==> config.mk <==
export PLATFORM = sky130hd
export DESIGN_NAME = comma_aligner
export DESIGN_NICKNAME = d
export VERILOG_FILES = /design/src/rtl/comma_align_pkg.sv /design/src/rtl/ca_datapath.sv /design/src/rtl/ca_control.sv /design/src/rtl/comma_aligner.sv
export SDC_FILE = /design/constraint.sdc
export NUM_CORES = 1
export LEC_CHECK = 0
export BUFFER_PORTS_ARGS = -buffer_cell sky130_fd_sc_hd__buf_2
export CORE_AREA = 2 2 99 101
export CTS_CLUSTER_DIAMETER = 30
export DETAILED_ROUTE_END_ITERATION = 16
export DIE_AREA = 0 0 101 103
export GPL_ROUTABILITY_DRIVEN = 1
export SKIP_CTS_REPAIR_TIMING = 1
export SYNTH_ARGS = -nofsm -noshare
export SYNTH_HDL_FRONTEND = slang
export SYNTH_SLANG_ARGS = --single-unit
export TNS_END_PERCENT = 50
==> constraint.sdc <==
create_clock -name clk -period 2.4 [get_ports clk]
set_input_delay 0.12 -clock clk [delete_from_list [all_inputs] [get_ports clk]]
set_output_delay 0.12 -clock clk [all_outputs]
set_load 0.005 [all_outputs]
==> src/rtl/comma_align_pkg.sv <==
package comma_align_pkg;

  // 8b/10b K28.5 in both running disparities, bit 0 = first transmitted bit
  localparam logic [9:0] K285_NEG = 10'h17C;
  localparam logic [9:0] K285_POS = 10'h283;

  // control-to-datapath strobes
  typedef struct packed {
    logic realign;  // take the found offset, restart pairing
    logic hold;     // alignment frozen
  } ctrlStrobe_t;

  function automatic logic isComma(input logic [6:0] bits);
    return (bits == 7'h7C) || (bits == 7'h03);
  endfunction

endpackage

==> src/rtl/ca_datapath.sv <==
module ca_datapath #(
  parameter int SYM_W = 10
) (
  input  logic                              clk,
  input  logic                              rst,
  input  logic [SYM_W-1:0]                  rxGroup,
  input  comma_align_pkg::ctrlStrobe_t      strobe,
  output logic                              hitValid,
  output logic                              hitProper,
  output logic [2*SYM_W-1:0]                wordOut,
  output logic                              wordValid
);
  localparam int WIN_W   = 2 * SYM_W;
  localparam int OFF_W   = $clog2(SYM_W);
  localparam int COMMA_W = 7;

  logic [SYM_W-1:0] prevGroup;
  logic [WIN_W-1:0] window;
  logic [WIN_W-1:0] winDly;
  logic [SYM_W-1:0] hitVec;
  logic [OFF_W-1:0] hitOffset;
  logic [OFF_W-1:0] offReg;
  logic             phaseReg;
  logic [SYM_W-1:0] firstSym;
  logic [SYM_W-1:0] symNow;
  logic [WIN_W-1:0] wordReg;
  logic             validReg;

  assign window = {rxGroup, prevGroup};

  // comma search over every offset of the window
  for (genvar k = 0; k < SYM_W; k++) begin : g_search
    assign hitVec[k] = comma_align_pkg::isComma(window[k +: COMMA_W]);
  end

  always_comb begin
    hitOffset = '0;
    for (int k = SYM_W - 1; k >= 0; k--) begin
      if (hitVec[k]) hitOffset = OFF_W'(k);
    end
  end

  assign hitValid  = |hitVec;
  assign hitProper = hitValid && (hitOffset == offReg) && phaseReg;

  // barrel shift on the one-cycle delayed window
  assign symNow = winDly[offReg +: SYM_W];

  always_ff @(posedge clk) begin
    if (rst) begin
      prevGroup <= '0;
      winDly    <= '0;
      offReg    <= '0;
      phaseReg  <= 1'b0;
      firstSym  <= '0;
      wordReg   <= '0;
      validReg  <= 1'b0;
    end else begin
      prevGroup <= rxGroup;
      winDly    <= window;
      if (!phaseReg) firstSym <= symNow;
      if (strobe.realign) begin
        offReg   <= hitOffset;
        phaseReg <= 1'b0;
        validReg <= 1'b0;
      end else begin
        phaseReg <= ~phaseReg;
        validReg <= phaseReg;
        if (phaseReg) wordReg <= {symNow, firstSym};
      end
    end
  end

  assign wordOut   = wordReg;
  assign wordValid = validReg;

  // pairs come out every other cycle
  a_r3_alternate: assert property (@(posedge clk) disable iff (rst)
    wordValid |=> !wordValid);
  // no word in the cycle after a realignment is taken
  a_r3_realign_gap: assert property (@(posedge clk) disable iff (rst)
    strobe.realign |=> !wordValid);
  // the boundary does not move while alignment is frozen
  a_r6_hold_offset: assert property (@(posedge clk) disable iff (rst)
    strobe.hold |=> $stable(offReg));

endmodule

==> src/rtl/ca_control.sv <==
module ca_control #(
  parameter int SYM_W      = 10,
  parameter int LINK_IDLES = 3
) (
  input  logic                          clk,
  input  logic                          rst,
  input  logic                          hitValid,
  input  logic                          hitProper,
  input  logic                          lossSync,
  input  logic [SYM_W-1:0]              slotZero,
  input  logic                          wordValid,
  input  logic [1:0]                    codeValid,
  output comma_align_pkg::ctrlStrobe_t  strobe,
  output logic                          linkUp,
  output logic                          alignLocked
);
  localparam int CNT_W = $clog2(LINK_IDLES + 1);

  logic             enReg;
  logic             linkReg;
  logic [CNT_W-1:0] idleCnt;
  logic             realign;
  logic             isIdle;
  logic             isData;

  assign realign = hitValid && enReg && !hitProper && !lossSync;
  assign isIdle  = wordValid && ((slotZero == SYM_W'(comma_align_pkg::K285_NEG)) ||
                                 (slotZero == SYM_W'(comma_align_pkg::K285_POS)));
  assign isData  = wordValid && !isIdle && (&codeValid);

  always_ff @(posedge clk) begin
    if (rst || lossSync) begin
      enReg   <= 1'b1;
      linkReg <= 1'b0;
      idleCnt <= '0;
    end else if (realign) begin
      linkReg <= 1'b0;
      idleCnt <= '0;
    end else begin
      if (enReg && linkReg && hitProper) enReg <= 1'b0;
      if (isIdle && (idleCnt != CNT_W'(LINK_IDLES))) idleCnt <= idleCnt + 1'b1;
      if (isData || (isIdle && (idleCnt == CNT_W'(LINK_IDLES - 1)))) linkReg <= 1'b1;
    end
  end

  assign strobe.realign = realign;
  assign strobe.hold    = !enReg;
  assign linkUp         = linkReg;
  assign alignLocked    = !enReg;

  // loss of sync drops both link and lock
  a_r7_loss_clears: assert property (@(posedge clk) disable iff (rst)
    lossSync |=> (!linkUp && !alignLocked));
  // locking needs an established link
  a_r6_lock_needs_link: assert property (@(posedge clk) disable iff (rst)
    $rose(alignLocked) |-> $past(linkUp));
  // the link only comes up on a received word
  a_r4_link_after_word: assert property (@(posedge clk) disable iff (rst)
    $rose(linkUp) |-> $past(wordValid));

endmodule

==> src/rtl/comma_aligner.sv <==
module comma_aligner #(
  parameter int SYM_W      = 10,
  parameter int LINK_IDLES = 3
) (
  input  logic               clk,
  input  logic               rst,
  input  logic [SYM_W-1:0]   rxGroup,
  input  logic               lossSync,
  input  logic [1:0]         codeValid,
  output logic [2*SYM_W-1:0] wordOut,
  output logic               wordValid,
  output logic               linkUp,
  output logic               alignLocked
);
  comma_align_pkg::ctrlStrobe_t strobe;
  logic hitValid;
  logic hitProper;

  ca_datapath #(.SYM_W(SYM_W)) u_datapath (
    .clk       (clk),
    .rst       (rst),
    .rxGroup   (rxGroup),
    .strobe    (strobe),
    .hitValid  (hitValid),
    .hitProper (hitProper),
    .wordOut   (wordOut),
    .wordValid (wordValid)
  );

  ca_control #(.SYM_W(SYM_W), .LINK_IDLES(LINK_IDLES)) u_control (
    .clk         (clk),
    .rst         (rst),
    .hitValid    (hitValid),
    .hitProper   (hitProper),
    .lossSync    (lossSync),
    .slotZero    (wordOut[SYM_W-1:0]),
    .wordValid   (wordValid),
    .codeValid   (codeValid),
    .strobe      (strobe),
    .linkUp      (linkUp),
    .alignLocked (alignLocked)
  );

endmodule

==> flow_metrics.env <==
export IMPL_clock_fmax_mhz=425.4
export IMPL_clock_sinks=60
export IMPL_synthXorXnorAreaFrac=0.004242
export IMPL_avgSynthCellArea_um2=8.729
export IMPL_fin_ws_ns=0.04912
export IMPL_crit_chain="buf_4, nor4_4, a31oi_2, nor3b_2, a22o_2, o21ba_4, nor2_8, clkbuf_16, o311ai_1"
export IMPL_die_h_um=103
export IMPL_slew_viol_final=0
export IMPL_synth_seq_area_share=0.2909
export IMPL_layout_nets=537
export IMPL_setup_viol=0
export IMPL_synth_simple_gate_area_frac=0.3273
export IMPL_maxCapViolations=0
export IMPL_p_per_area_nw_per_um2=517.7
export IMPL_dp_cells=611
export IMPL_final_fill_count=876
export IMPL_insertedDiodeCount=0
export IMPL_grt_util_met2=0.3477
export IMPL_start_util=0.4365
export IMPL_synth_top_family_by_area="simple AND/OR/NAND/NOR gates"
export IMPL_total_power_uw=2585
export IMPL_cts_root_buf="clkbuf_8"
export IMPL_worst_hold_slack_ns=-0.01812
export IMPL_synth_ff_type="dfxtp_1"
export IMPL_cts_buffer_depth=2
export IMPL_critical_path_slowest_cell="dfxtp_4"
export IMPL_finalHoldViolCount=3
export IMPL_syn_num_nets=490
export IMPL_synth_edf_count=0
export IMPL_cts_buffers=9
export IMPL_viasPerCell=5.754
export IMPL_fin_skew_ns=0.01528
export IMPL_clock_latency_ns=0.35
export IMPL_drc=0
export IMPL_grt_usage=0.2007
export IMPL_met1_usage=0.2583
export IMPL_synth_top_area_frac=0.2909
export IMPL_htreeDepth=3
export IMPL_antenna_found_initial=0
export IMPL_p_leak_uw=0.001839
export IMPL_period_share=0.9795
export IMPL_hold_class="input port to register"
export IMPL_synthArstFlopShare=0
export IMPL_drtIter0Drc=146
export IMPL_rsz0062_at_grt="true"
export IMPL_max_slew_margin_rel=0.6742
export IMPL_synth_commonest_cells="60 x dfxtp_1, 49 x nor2_1, 31 x nand2_1"
export IMPL_coreArea_um2=9459
export IMPL_yosys_warnings=0
export IMPL_path_max_fanout=8
export IMPL_vdd_drop_max_mv=0.2792
export IMPL_busiest_layer="met2"
export IMPL_cp_required_ns=2.65
export IMPL_worst_slew_pin_transition_ns=0.4887
export IMPL_die_w_um=101
export IMPL_period_minus_slack_ns=2.351
export IMPL_placed_cell_area_um2=4534
export IMPL_wl_per_cell_um=16.36
export IMPL_core_rowCount=36
export IMPL_pre_cts_ws_ns=-0.04344
export IMPL_dieArea_um2=10400
export IMPL_use_met3=0.03186
export IMPL_ys_seq_elements=60
export IMPL_start_kind="register"
export IMPL_finalInstanceArea_um2=4994
export IMPL_ios=38
export IMPL_place_hpwl_um=7023
export IMPL_cts_tree="done"
export IMPL_worstSetupPathType="register to register"
export IMPL_clk_pin_slew_ns=0.07
export IMPL_arrival_ns=2.60
export IMPL_grt_pass1_vias=3322
export IMPL_syn_cell_area_um2=4129
export IMPL_grt_max_degree=91
export IMPL_synth_compound_area_share=0.1870
export IMPL_synth_fa_ha_area_frac=0.006061
export IMPL_yosysMostFrequentCell="dfxtp_1"
export IMPL_detail_route_antenna_nets=0
export IMPL_layout_drive_gt1_share=0.3010
export IMPL_gp_congestion=0.8579
export IMPL_synth_mux_area_frac=0.1218
export IMPL_final_cells=639
export IMPL_status="finished with violations"
export IMPL_synth_area_leaders="dfxtp_1 29%, mux4_2 6.0%, mux2i_1 5.1%"
export IMPL_routed_wl_um=10460
export IMPL_synth_largest_area_cell="dfxtp_1"
export IMPL_vias=3677
export IMPL_violations="hold timing"
export IMPL_synth_distinct_cells=71
export IMPL_drt_first_pass_iters=4
export IMPL_worst_setup_path_end_kind="register"
export IMPL_grt_pass1_wl_um=16570
export IMPL_port_buffers=37
export IMPL_area_delta_synth_final_pct=20.94
export IMPL_grt_overflow_total=0
export IMPL_cp_slowest_stage_delay_ns=0.37
export IMPL_syn_inst=473
==> report_power, final <==
group | switching (µW) | internal [µW] | total (µW)
clock network | 422 | 667 | 1090
logic | 234 | 189 | 424
registers | 39.5 | 1030 | 1070
==> worst paths after layout <==
| check | from | endpoint | slack, ns | cells after the start |
|---|---|---|---|---|
| max | u_datapath.winDly[18]$_SDFF_PP0_ | u_datapath.wordOut[5]$_SDFFE_PP0P_ | 0.05 | 9 |
| min | rxGroup[9] | u_datapath.winDly[19]$_SDFF_PP0_ | -0.02 | 2 |
| max reg2reg | u_datapath.winDly[18]$_SDFF_PP0_ | u_datapath.wordOut[5]$_SDFFE_PP0P_ | 0.05 | 9 |
| min reg2reg | u_datapath.firstSym[4]$_SDFFE_PP0N_ | u_datapath.firstSym[4]$_SDFFE_PP0N_ | 0.49 | 2 |
==> cells in the final DEF, fill, tap and decap left out, types with 4 or more instances in the layout <==
master,instances
buf_12,5
nor3b_1,25
clkbuf_8,12
dfxtp_2,6
o311ai_2,9
mux2i_1,21
nand2_1,31
buf_2,37
nand2b_1,29
buf_6,4
o311ai_1,8
buf_4,31
inv_1,7
nand3_1,25
o21a_1,8
o21ai_0,12
nand4b_1,6
a31oi_1,6
mux4_2,11
a21oi_1,28
nor2b_1,23
dfxtp_1,52
nor2_1,49
==> sequential cells by signal, summed over array words and instances, names as in the netlist <==
signal,count
u_datapath.winDly,20
u_datapath.wordOut,20
u_datapath.firstSym,10
u_datapath.offReg,4
u_control.idleCnt,2
u_control.enReg,1
u_control.linkUp,1
u_datapath.phaseReg,1
u_datapath.wordValid,1
==> per-layer routing <==
metal / up-vias / wire length (µm)
li1: 1823 / -
met1: 1772 / 4834
met2: 67 / 5216
met3: 15 / 277
met4: 0 / 128
met5: - / 0
==> worst max-delay path, delay by kind of cell, from the launching register on <==
| family | cells | cell delay [ns] |
|---|---|---|
| AO/OA/AOI/OAI | 4 | 0.95 |
| buffers and inverters | 2 | 0.32 |
| flip-flops | 1 | 0.37 |
| AND/OR/NAND/NOR | 3 | 0.62 |
==> per-stage QoR <==
| stage | setup TNS [ns] | hold WS, ns | utilization |
|---|---|---|---|
| after floorplan | 0 | 0.1910 | - |
| after global placement | -0.2637 | 0.3308 | 0.4794 |
| after detailed placement | -0.4889 | 0.3345 | 0.4794 |
| after CTS | -1.814 | -0.02839 | 0.5042 |
| after global routing | -0.4481 | 0.003404 | 0.5279 |
| final | 0 | -0.01812 | 0.5279 |
==> kinds of logic (layout without fill, tap and decap cells) <==
| family | Yosys count | after routing |
|---|---|---|
| AND/OR/NAND/NOR | 228 | 228 |
| AO/OA/AOI/OAI | 94 | 94 |
| flip-flops | 60 | 60 |
| buffers and inverters | 52 | 104 |
| multiplexers | 35 | 35 |
| adder cells (fa/ha/maj) | 2 | 2 |
| XOR/XNOR | 2 | 2 |
==> area by class of cell <==
| cell class | count | area (µm²) | area share |
|---|---|---|---|
| Sequential cell | 60 | 1216 | 0.2435 |
| Tap cell | 114 | 142.6 | 0.02856 |
| Inverter | 7 | 26.28 | 0.005262 |
| Multi-Input combinational cell | 361 | 2740 | 0.5487 |
| Clock inverter | 4 | 70.07 | 0.01403 |
| Timing Repair Buffer | 81 | 633.1 | 0.1268 |
| Clock buffer | 12 | 165.2 | 0.03307 |
No activity file was read; power rests on OpenSTA's default activity.
